## config.mk

```make
export PLATFORM = sky130hd
export DESIGN_NAME = phy_mgmt_regs
export DESIGN_NICKNAME = d
export VERILOG_FILES = /design/src/rtl/phy_mgmt_pkg.sv /design/src/rtl/mgmt_ext_bank.sv /design/src/rtl/mgmt_irq.sv /design/src/rtl/mgmt_srst.sv /design/src/rtl/phy_mgmt_regs.sv
export SDC_FILE = /design/constraint.sdc
export NUM_CORES = 2
export LEC_CHECK = 0
export BUFFER_PORTS_ARGS = -buffer_cell sky130_fd_sc_hd__buf_2
export CAP_MARGIN = 0
export CELL_PAD_IN_SITES_DETAIL_PLACEMENT = 1
export CELL_PAD_IN_SITES_GLOBAL_PLACEMENT = 1
export CORE_MARGIN = 4
export CORE_UTILIZATION = 50
export DETAILED_ROUTE_END_ITERATION = 16
export PLACE_DENSITY_LB_ADDON = 0.08
export SYNTH_ARGS = -nofsm -noshare
export SYNTH_HDL_FRONTEND = slang
export SYNTH_SLANG_ARGS = --single-unit
```

## constraint.sdc

```tcl
create_clock -name clk_i -period 6.3 [get_ports clk_i]
set_input_delay 0 -clock clk_i [delete_from_list [all_inputs] [get_ports clk_i]]
set_output_delay 0 -clock clk_i [all_outputs]
set_load 0.01 [all_outputs]
```

## src/rtl/phy_mgmt_pkg.sv

```systemverilog
package phy_mgmt_pkg;
  localparam int unsigned REG_W    = 16;
  localparam int unsigned DIR_AW   = 5;
  localparam int unsigned DIR_REGS = 1 << DIR_AW;
  localparam int unsigned SEL_W    = 11;

  localparam logic [DIR_AW-1:0] A_CTRL = 5'h00;
  localparam logic [DIR_AW-1:0] A_WCTL = 5'h14;
  localparam logic [DIR_AW-1:0] A_WRD  = 5'h15;
  localparam logic [DIR_AW-1:0] A_WWR  = 5'h16;
  localparam logic [DIR_AW-1:0] A_ISRC = 5'h18;
  localparam logic [DIR_AW-1:0] A_IMSK = 5'h19;

  localparam int unsigned CMD_RD_BIT = 12;
  localparam int unsigned CMD_WR_BIT = 11;
  localparam int unsigned SRST_BIT   = 15;

  typedef struct packed {
    logic [2:0] bank;
    logic [7:0] off;
  } win_sel_t;

  function automatic logic is_window(logic [DIR_AW-1:0] a);
    return (a == A_WCTL) || (a == A_WRD) || (a == A_WWR);
  endfunction

  function automatic logic is_plain(logic [DIR_AW-1:0] a);
    return !(is_window(a) || (a == A_ISRC) || (a == A_IMSK));
  endfunction
endpackage

```

## src/rtl/mgmt_ext_bank.sv

```systemverilog
module mgmt_ext_bank
  import phy_mgmt_pkg::*;
#(
  parameter int unsigned WORDS = 32,
  localparam int unsigned AW = (WORDS > 1) ? $clog2(WORDS) : 1
) (
  input  logic             clk_i,
  input  logic             rst_ni,
  input  logic             clr_i,
  input  logic             we_i,
  input  logic [AW-1:0]    addr_i,
  input  logic [REG_W-1:0] wdata_i,
  output logic [REG_W-1:0] rdata_o
);
  logic [REG_W-1:0] mem_q [WORDS];

  always_ff @(posedge clk_i or negedge rst_ni) begin
    if (!rst_ni) begin
      for (int i = 0; i < WORDS; i++) mem_q[i] <= '0;
    end else if (clr_i) begin
      for (int i = 0; i < WORDS; i++) mem_q[i] <= '0;
    end else if (we_i) begin
      mem_q[addr_i] <= wdata_i;
    end
  end

  assign rdata_o = mem_q[addr_i];

  // a cleared bank reads zero anywhere on the following cycle
  p_bank_clr_r8: assert property (@(posedge clk_i) disable iff (!rst_ni)
    clr_i |=> (rdata_o == '0));
endmodule

```

## src/rtl/mgmt_irq.sv

```systemverilog
module mgmt_irq #(
  parameter int unsigned NUM_SRC = 15
) (
  input  logic               clk_i,
  input  logic               rst_ni,
  input  logic               clr_i,
  input  logic [NUM_SRC-1:0] evt_i,
  input  logic               rd_clr_i,
  input  logic               msk_we_i,
  input  logic [NUM_SRC-1:0] msk_wdata_i,
  output logic [NUM_SRC-1:0] src_o,
  output logic [NUM_SRC-1:0] msk_o,
  output logic               irq_o
);
  logic [NUM_SRC-1:0] evt_q, src_q, msk_q, rise;

  assign rise = evt_i & ~evt_q;

  always_ff @(posedge clk_i or negedge rst_ni) begin
    if (!rst_ni) begin
      evt_q <= '0;
      src_q <= '0;
      msk_q <= '0;
    end else begin
      evt_q <= evt_i;
      if (clr_i) begin
        src_q <= '0;
        msk_q <= '0;
      end else begin
        // new edges win over the clearing read
        src_q <= (rd_clr_i ? '0 : src_q) | rise;
        if (msk_we_i) msk_q <= msk_wdata_i;
      end
    end
  end

  assign src_o = src_q;
  assign msk_o = msk_q;
  assign irq_o = |(src_q & msk_q);

  p_srst_irq_clr_r8: assert property (@(posedge clk_i) disable iff (!rst_ni)
    clr_i |=> (src_o == '0 && msk_o == '0));

  p_set_wins_r9: assert property (@(posedge clk_i) disable iff (!rst_ni || clr_i)
    (|rise) |=> ((src_o & $past(rise)) == $past(rise)));

  p_cor_r9: assert property (@(posedge clk_i) disable iff (!rst_ni || clr_i)
    (rd_clr_i && !(|rise)) |=> (src_o == '0));
endmodule

```

## src/rtl/mgmt_srst.sv

```systemverilog
module mgmt_srst #(
  parameter int unsigned CYCLES = 16,
  localparam int unsigned CW = $clog2(CYCLES + 1)
) (
  input  logic clk_i,
  input  logic rst_ni,
  input  logic start_i,
  output logic active_o
);
  logic [CW-1:0] cnt_q;

  always_ff @(posedge clk_i or negedge rst_ni) begin
    if (!rst_ni)            cnt_q <= '0;
    else if (start_i)       cnt_q <= CW'(CYCLES);
    else if (cnt_q != '0)   cnt_q <= cnt_q - 1'b1;
  end

  assign active_o = (cnt_q != '0);

  p_srst_start_r8: assert property (@(posedge clk_i) disable iff (!rst_ni)
    start_i |=> active_o);

  p_srst_cause_r8: assert property (@(posedge clk_i) disable iff (!rst_ni)
    $rose(active_o) |-> $past(start_i));
endmodule

```

## src/rtl/phy_mgmt_regs.sv

```systemverilog
module phy_mgmt_regs
  import phy_mgmt_pkg::*;
#(
  parameter int unsigned NUM_SRC     = 15,
  parameter int unsigned BANK_WORDS  = 32,
  parameter int unsigned NUM_BANKS   = 8,
  parameter int unsigned IMPL_BANKS  = 3,
  parameter int unsigned SRST_CYCLES = 16
) (
  input  logic               clk_i,
  input  logic               rst_ni,
  input  logic [DIR_AW-1:0]  addr_i,
  input  logic [REG_W-1:0]   wdata_i,
  input  logic               we_i,
  input  logic               re_i,
  output logic [REG_W-1:0]   rdata_o,
  input  logic [NUM_SRC-1:0] evt_i,
  output logic               irq_o
);
  localparam int unsigned WORD_AW = (BANK_WORDS > 1) ? $clog2(BANK_WORDS) : 1;
  localparam int unsigned PAD_SRC = REG_W - NUM_SRC;
  localparam int unsigned PAD_SEL = REG_W - SEL_W;

  win_sel_t         cmd_sel;
  logic             ctl_we, cmd_rd, cmd_wr, dir_ok, ext_ok;
  logic             alias_we, u_we, srst_act, srst_start;
  logic [DIR_AW-1:0] u_addr;
  logic [REG_W-1:0] u_data, ind_val, rdata_q;
  logic [SEL_W-1:0] ctl_q;
  logic [REG_W-1:0] rd_q, wr_q;
  logic [NUM_SRC-1:0] src, msk;
  logic [REG_W-1:0] gen_q    [DIR_REGS];
  logic [REG_W-1:0] dir_view [DIR_REGS];
  logic [REG_W-1:0] ext_rd   [NUM_BANKS];

  // window command decode
  assign cmd_sel = win_sel_t'(wdata_i[SEL_W-1:0]);
  assign ctl_we  = we_i && (addr_i == A_WCTL);
  assign cmd_rd  = ctl_we && wdata_i[CMD_RD_BIT] && !wdata_i[CMD_WR_BIT];
  assign cmd_wr  = ctl_we && wdata_i[CMD_WR_BIT] && !wdata_i[CMD_RD_BIT];
  assign dir_ok  = 32'(cmd_sel.off) < DIR_REGS;
  assign ext_ok  = 32'(cmd_sel.off) < BANK_WORDS;

  assign alias_we = cmd_wr && (cmd_sel.bank == 3'd0) && dir_ok &&
                    !is_window(cmd_sel.off[DIR_AW-1:0]);

  // unified write into the direct space: port write or bank-0 alias
  always_comb begin
    if (alias_we) begin
      u_we   = 1'b1;
      u_addr = cmd_sel.off[DIR_AW-1:0];
      u_data = wr_q;
    end else begin
      u_we   = we_i && !is_window(addr_i);
      u_addr = addr_i;
      u_data = wdata_i;
    end
  end

  assign srst_start = u_we && (u_addr == A_CTRL) && u_data[SRST_BIT];

  mgmt_srst #(.CYCLES(SRST_CYCLES)) u_srst (
    .clk_i    (clk_i),
    .rst_ni   (rst_ni),
    .start_i  (srst_start),
    .active_o (srst_act)
  );

  mgmt_irq #(.NUM_SRC(NUM_SRC)) u_irq (
    .clk_i       (clk_i),
    .rst_ni      (rst_ni),
    .clr_i       (srst_act),
    .evt_i       (evt_i),
    .rd_clr_i    (re_i && (addr_i == A_ISRC)),
    .msk_we_i    (u_we && (u_addr == A_IMSK)),
    .msk_wdata_i (u_data[NUM_SRC-1:0]),
    .src_o       (src),
    .msk_o       (msk),
    .irq_o       (irq_o)
  );

  // general-purpose direct registers
  always_ff @(posedge clk_i or negedge rst_ni) begin
    if (!rst_ni) begin
      for (int i = 0; i < DIR_REGS; i++) gen_q[i] <= '0;
    end else if (srst_act) begin
      for (int i = 0; i < DIR_REGS; i++) gen_q[i] <= '0;
    end else if (u_we && is_plain(u_addr)) begin
      gen_q[u_addr] <= u_data;
    end
  end

  // window staging registers, untouched by soft reset
  always_ff @(posedge clk_i or negedge rst_ni) begin
    if (!rst_ni) begin
      ctl_q <= '0;
      rd_q  <= '0;
      wr_q  <= '0;
    end else begin
      if (ctl_we) ctl_q <= wdata_i[SEL_W-1:0] & ~(SEL_W'(1) << CMD_WR_BIT);
      if (we_i && (addr_i == A_WWR)) wr_q <= wdata_i;
      if (cmd_rd) rd_q <= ind_val;
    end
  end

  always_comb begin
    for (int i = 0; i < DIR_REGS; i++) begin
      case (DIR_AW'(i))
        A_CTRL:  dir_view[i] = {srst_act, gen_q[i][REG_W-2:0]};
        A_WCTL:  dir_view[i] = {{PAD_SEL{1'b0}}, ctl_q};
        A_WRD:   dir_view[i] = rd_q;
        A_WWR:   dir_view[i] = wr_q;
        A_ISRC:  dir_view[i] = {{PAD_SRC{1'b0}}, src};
        A_IMSK:  dir_view[i] = {{PAD_SRC{1'b0}}, msk};
        default: dir_view[i] = gen_q[i];
      endcase
    end
  end

  // extended banks
  for (genvar b = 0; b < NUM_BANKS; b++) begin : g_bank
    if (b >= 1 && b <= IMPL_BANKS) begin : g_impl
      mgmt_ext_bank #(.WORDS(BANK_WORDS)) u_bank (
        .clk_i   (clk_i),
        .rst_ni  (rst_ni),
        .clr_i   (srst_act),
        .we_i    (cmd_wr && !srst_act && ext_ok && (cmd_sel.bank == 3'(b))),
        .addr_i  (cmd_sel.off[WORD_AW-1:0]),
        .wdata_i (wr_q),
        .rdata_o (ext_rd[b])
      );
    end else begin : g_none
      assign ext_rd[b] = '0;
    end
  end

  always_comb begin
    ind_val = '0;
    if (cmd_sel.bank == 3'd0) begin
      if (dir_ok) ind_val = dir_view[cmd_sel.off[DIR_AW-1:0]];
    end else if (ext_ok) begin
      ind_val = ext_rd[cmd_sel.bank];
    end
  end

  always_ff @(posedge clk_i or negedge rst_ni) begin
    if (!rst_ni)   rdata_q <= '0;
    else if (re_i) rdata_q <= dir_view[addr_i];
  end
  assign rdata_o = rdata_q;

  p_rd_hold_r2: assert property (@(posedge clk_i) disable iff (!rst_ni)
    !re_i |=> $stable(rdata_o));

  p_both_ignored_r6: assert property (@(posedge clk_i) disable iff (!rst_ni)
    (ctl_we && wdata_i[CMD_RD_BIT] && wdata_i[CMD_WR_BIT]) |=> $stable(rd_q));

  p_stage_keep_r8: assert property (@(posedge clk_i) disable iff (!rst_ni)
    (srst_act && !(we_i && addr_i == A_WWR)) |=> $stable(wr_q));
endmodule

```

==> results.cfg <==
[detailed_routing]
finalWirelength_mm = 438
drtIter0Drc = 10400
dr.pass1.iters = 6
via_per_inst = 6.73
detail_route.wl_per_cell_um = 34.0
postRouteAntennaNets = 0
drc = 0
num_vias = 86600

[grt]
grt_max_degree = 221
grt_pass1_wl_mm = 640
grt_overflow = 0
grt.total_usage_pct = 40.0
grt_pass1_vias = 89300
antenna_found_initial = 31

[run_status]
status = finished clean

[clock_network]
htree_num_levels = 4
cts_tree = yes
cts_root_buf = clkbuf_16
cts_resized = 0
clk_pin_slew_ns = 0.06
numCtsBuffers = 226
clock_path_buffers = 3
cts.sinks = 2076
clkLatencyLatePin_ns = 0.91

[yosys]
syn_nets = 10300
yosysMostFrequentCell = dfrtp_1
synth_area_um2 = 104000
synthArstFlopShare_pct = 100
syn-mean-instance-area_um2 = 10.2
synth_common_cells = dfrtp_1 (2076), nand2_1 (1794), mux2i_1 (1643)
synth_top_flop_cell = dfrtp_1
synth_cells = 10200
synth_area_leader_cell = dfrtp_1
synth_top_area_share_pct = 49.9
yosys_warnings = 0
ys_seq_area_share_pct = 49.9
synth_edf_count = 0
synth.distinct_cells = 81
synth_area_leaders = dfrtp_1 (50%), mux2i_1 (16%), mux4_2 (6.9%)
ys_ff_latch = 2076

[critical_path]
cp-end-kind = register
startpoint_type = input port
path_cells = dlygate4sd3_1, buf_2, nor2b_1, and4b_2, buf_4, nand2_4, buf_12, buf_4, nor2_1, buf_4, nand2_1, a21oi_1
cp_data_arrival_time_ns = 4.83
path_common_cell = buf_4
max_stage_delay_ns = 0.65
crit_type = in -> reg
crit_path_max_fanout = 78
worstReg2RegStart = u_srst.cnt_q[0]$_DFFE_PN0P_
slowest_stage = nor2_1
cp-startpoint = addr_i[4]
cp.required_ns = 7.08

[placement]
placed_cell_area_um2 = 107000
gp_congestion = 0.944
place.port_buffers = 56
dpl.hpwl_mm = 270

[sta]
fmax_mhz = 247
worst_slew_pin_slew_ns = 1.43
clock_skew_ns = 0.0558
hold_viol = 0
finalCritPeriodShare_pct = 64.3
rsz0062_at_grt = false
finalCriticalPeriod_ns = 4.05
slew_violations = 0
slew_headroom_pct = 4.57
finalSetupViolCount = 0
fin_setup_tns_ns = 0

[floorplan]
die_w_um = 464
core_area_um2 = 207000
initial_core_util_pct = 50.3
io_pins = 57
dieArea_um2 = 216000
die_y_um = 464
num_rows = 167

[power_and_ir_drop]
p_per_area_nw_per_um2 = 275
vdd_drop_max_v = 0.000327
p_leak_nw = 46.9

[finish]
drive_gt1_share_pct = 12.0
nNetsFinal = 9931
areaGrowthSynthToFinish_pct = 10.6
design_area_um2 = 115000

[min_path]
min_from = wdata_i[14]
min_path_type = in -> reg

[run]
cap_viol_max_count = 0
[cells in the final DEF (no fill, tap or decap), types with 75 or more instances in the layout]
cell,count
nand2_1,1790
o21ai_0,686
nor2_1,762
buf_4,288
clkbuf_8,75
dfrtp_1,2060
clkbuf_16,231
mux4_2,317
mux2i_1,1643
o22ai_1,343
a21oi_1,976
nand3_1,136
[metal layers]
layer	up-vias	share of wire, %	wire length [µm]	GRT usage [%]
li1	35300	-	-	-
met1	45700	40	173000	53.4
met2	4321	44	193000	59.7
met3	1262	9.3	40700	9.64
met4	14	7.0	30600	23.2
met5	-	0.019	84	0
[path summary, 6_finish.rpt]
path	cells after the start	slack (ns)	end
worst max-delay path	12	2.25	g_bank[2].g_impl.u_bank.mem_q[182]$_DFFE_PN0P_
max in group asynchronous	5	4.37	g_bank[3].g_impl.u_bank.mem_q[26]$_DFFE_PN0P_
worst min-delay path	4	0.03	wr_q[14]$_DFFE_PN0P_
worst min register to register	2	0.50	g_bank[1].g_impl.u_bank.mem_q[158]$_DFFE_PN0P_
worst max register to register	7	2.49	dir_view[424]$_DFFE_PN0P_
min in group asynchronous	4	0.42	g_bank[1].g_impl.u_bank.mem_q[27]$_DFFE_PN0P_
[sequential cells by signal (all words and copies together) (netlist names)]
signal                      cells
dir_view                      431
u_srst.cnt_q                    5
ctl_q                          11
u_irq.msk_o                    15
g_bank.g_impl.u_bank.mem_q   1536
rd_q                           16
u_irq.src_o                    15
wr_q                           16
u_irq.evt_q                    15
rdata_o                        16
[what timing repair did]
item	CTS	global route
hold endpoints to repair	721	0
buffers inserted	0	0
hold buffers	49	0
[where the power goes]
part | internal [W] | switching [W]
logic | 0.000656 | 0.00322
clock network | 0.00803 | 0.00579
registers | 0.0134 | 0.000534
total | 0.0221 | 0.00955
[cell type report]
class / instances / area [µm²]
Clock buffer: 369 / 7050
Multi-Input combinational cell: 7138 / 48200
Clock inverter: 49 / 602
Fill cell: 22000 / 91800
Antenna cell: 11 / 27.5
Inverter: 19 / 71.3
Timing Repair Buffer: 429 / 3740
Tap cell: 2788 / 3490
Sequential cell: 2076 / 52000
[per-stage QoR]
stage	power, W	setup WS [ns]	cells	hold slack, ns	utilization [%]
after global placement	0.0179	1.84	12400	0.114	51.7
after floorplan	0.0161	3.55	10200	-0.296	-
after CTS	0.0316	2.37	12900	0.0261	55.6
final	0.0317	2.25	12900	0.0308	55.6
after detailed placement	0.0179	1.87	12400	0.117	51.7
after global routing	0.0325	2.18	12900	0.0472	55.6
[cell families after synthesis]
kind of cell / synth area share, %
compound gates: 11.5
mux: 23.0
buf+inv: 4.08
simple gates: 11.5
xor+xnor: 0.00841
flops: 49.9
fa+ha+maj: 0.0120
[critical path, delay by kind of cell]
family	cells	cell delay (ns)
buf+inv	6	2.45
simple gates	5	2.09
compound gates	1	0.19
(Power assumes the default switching activity.)
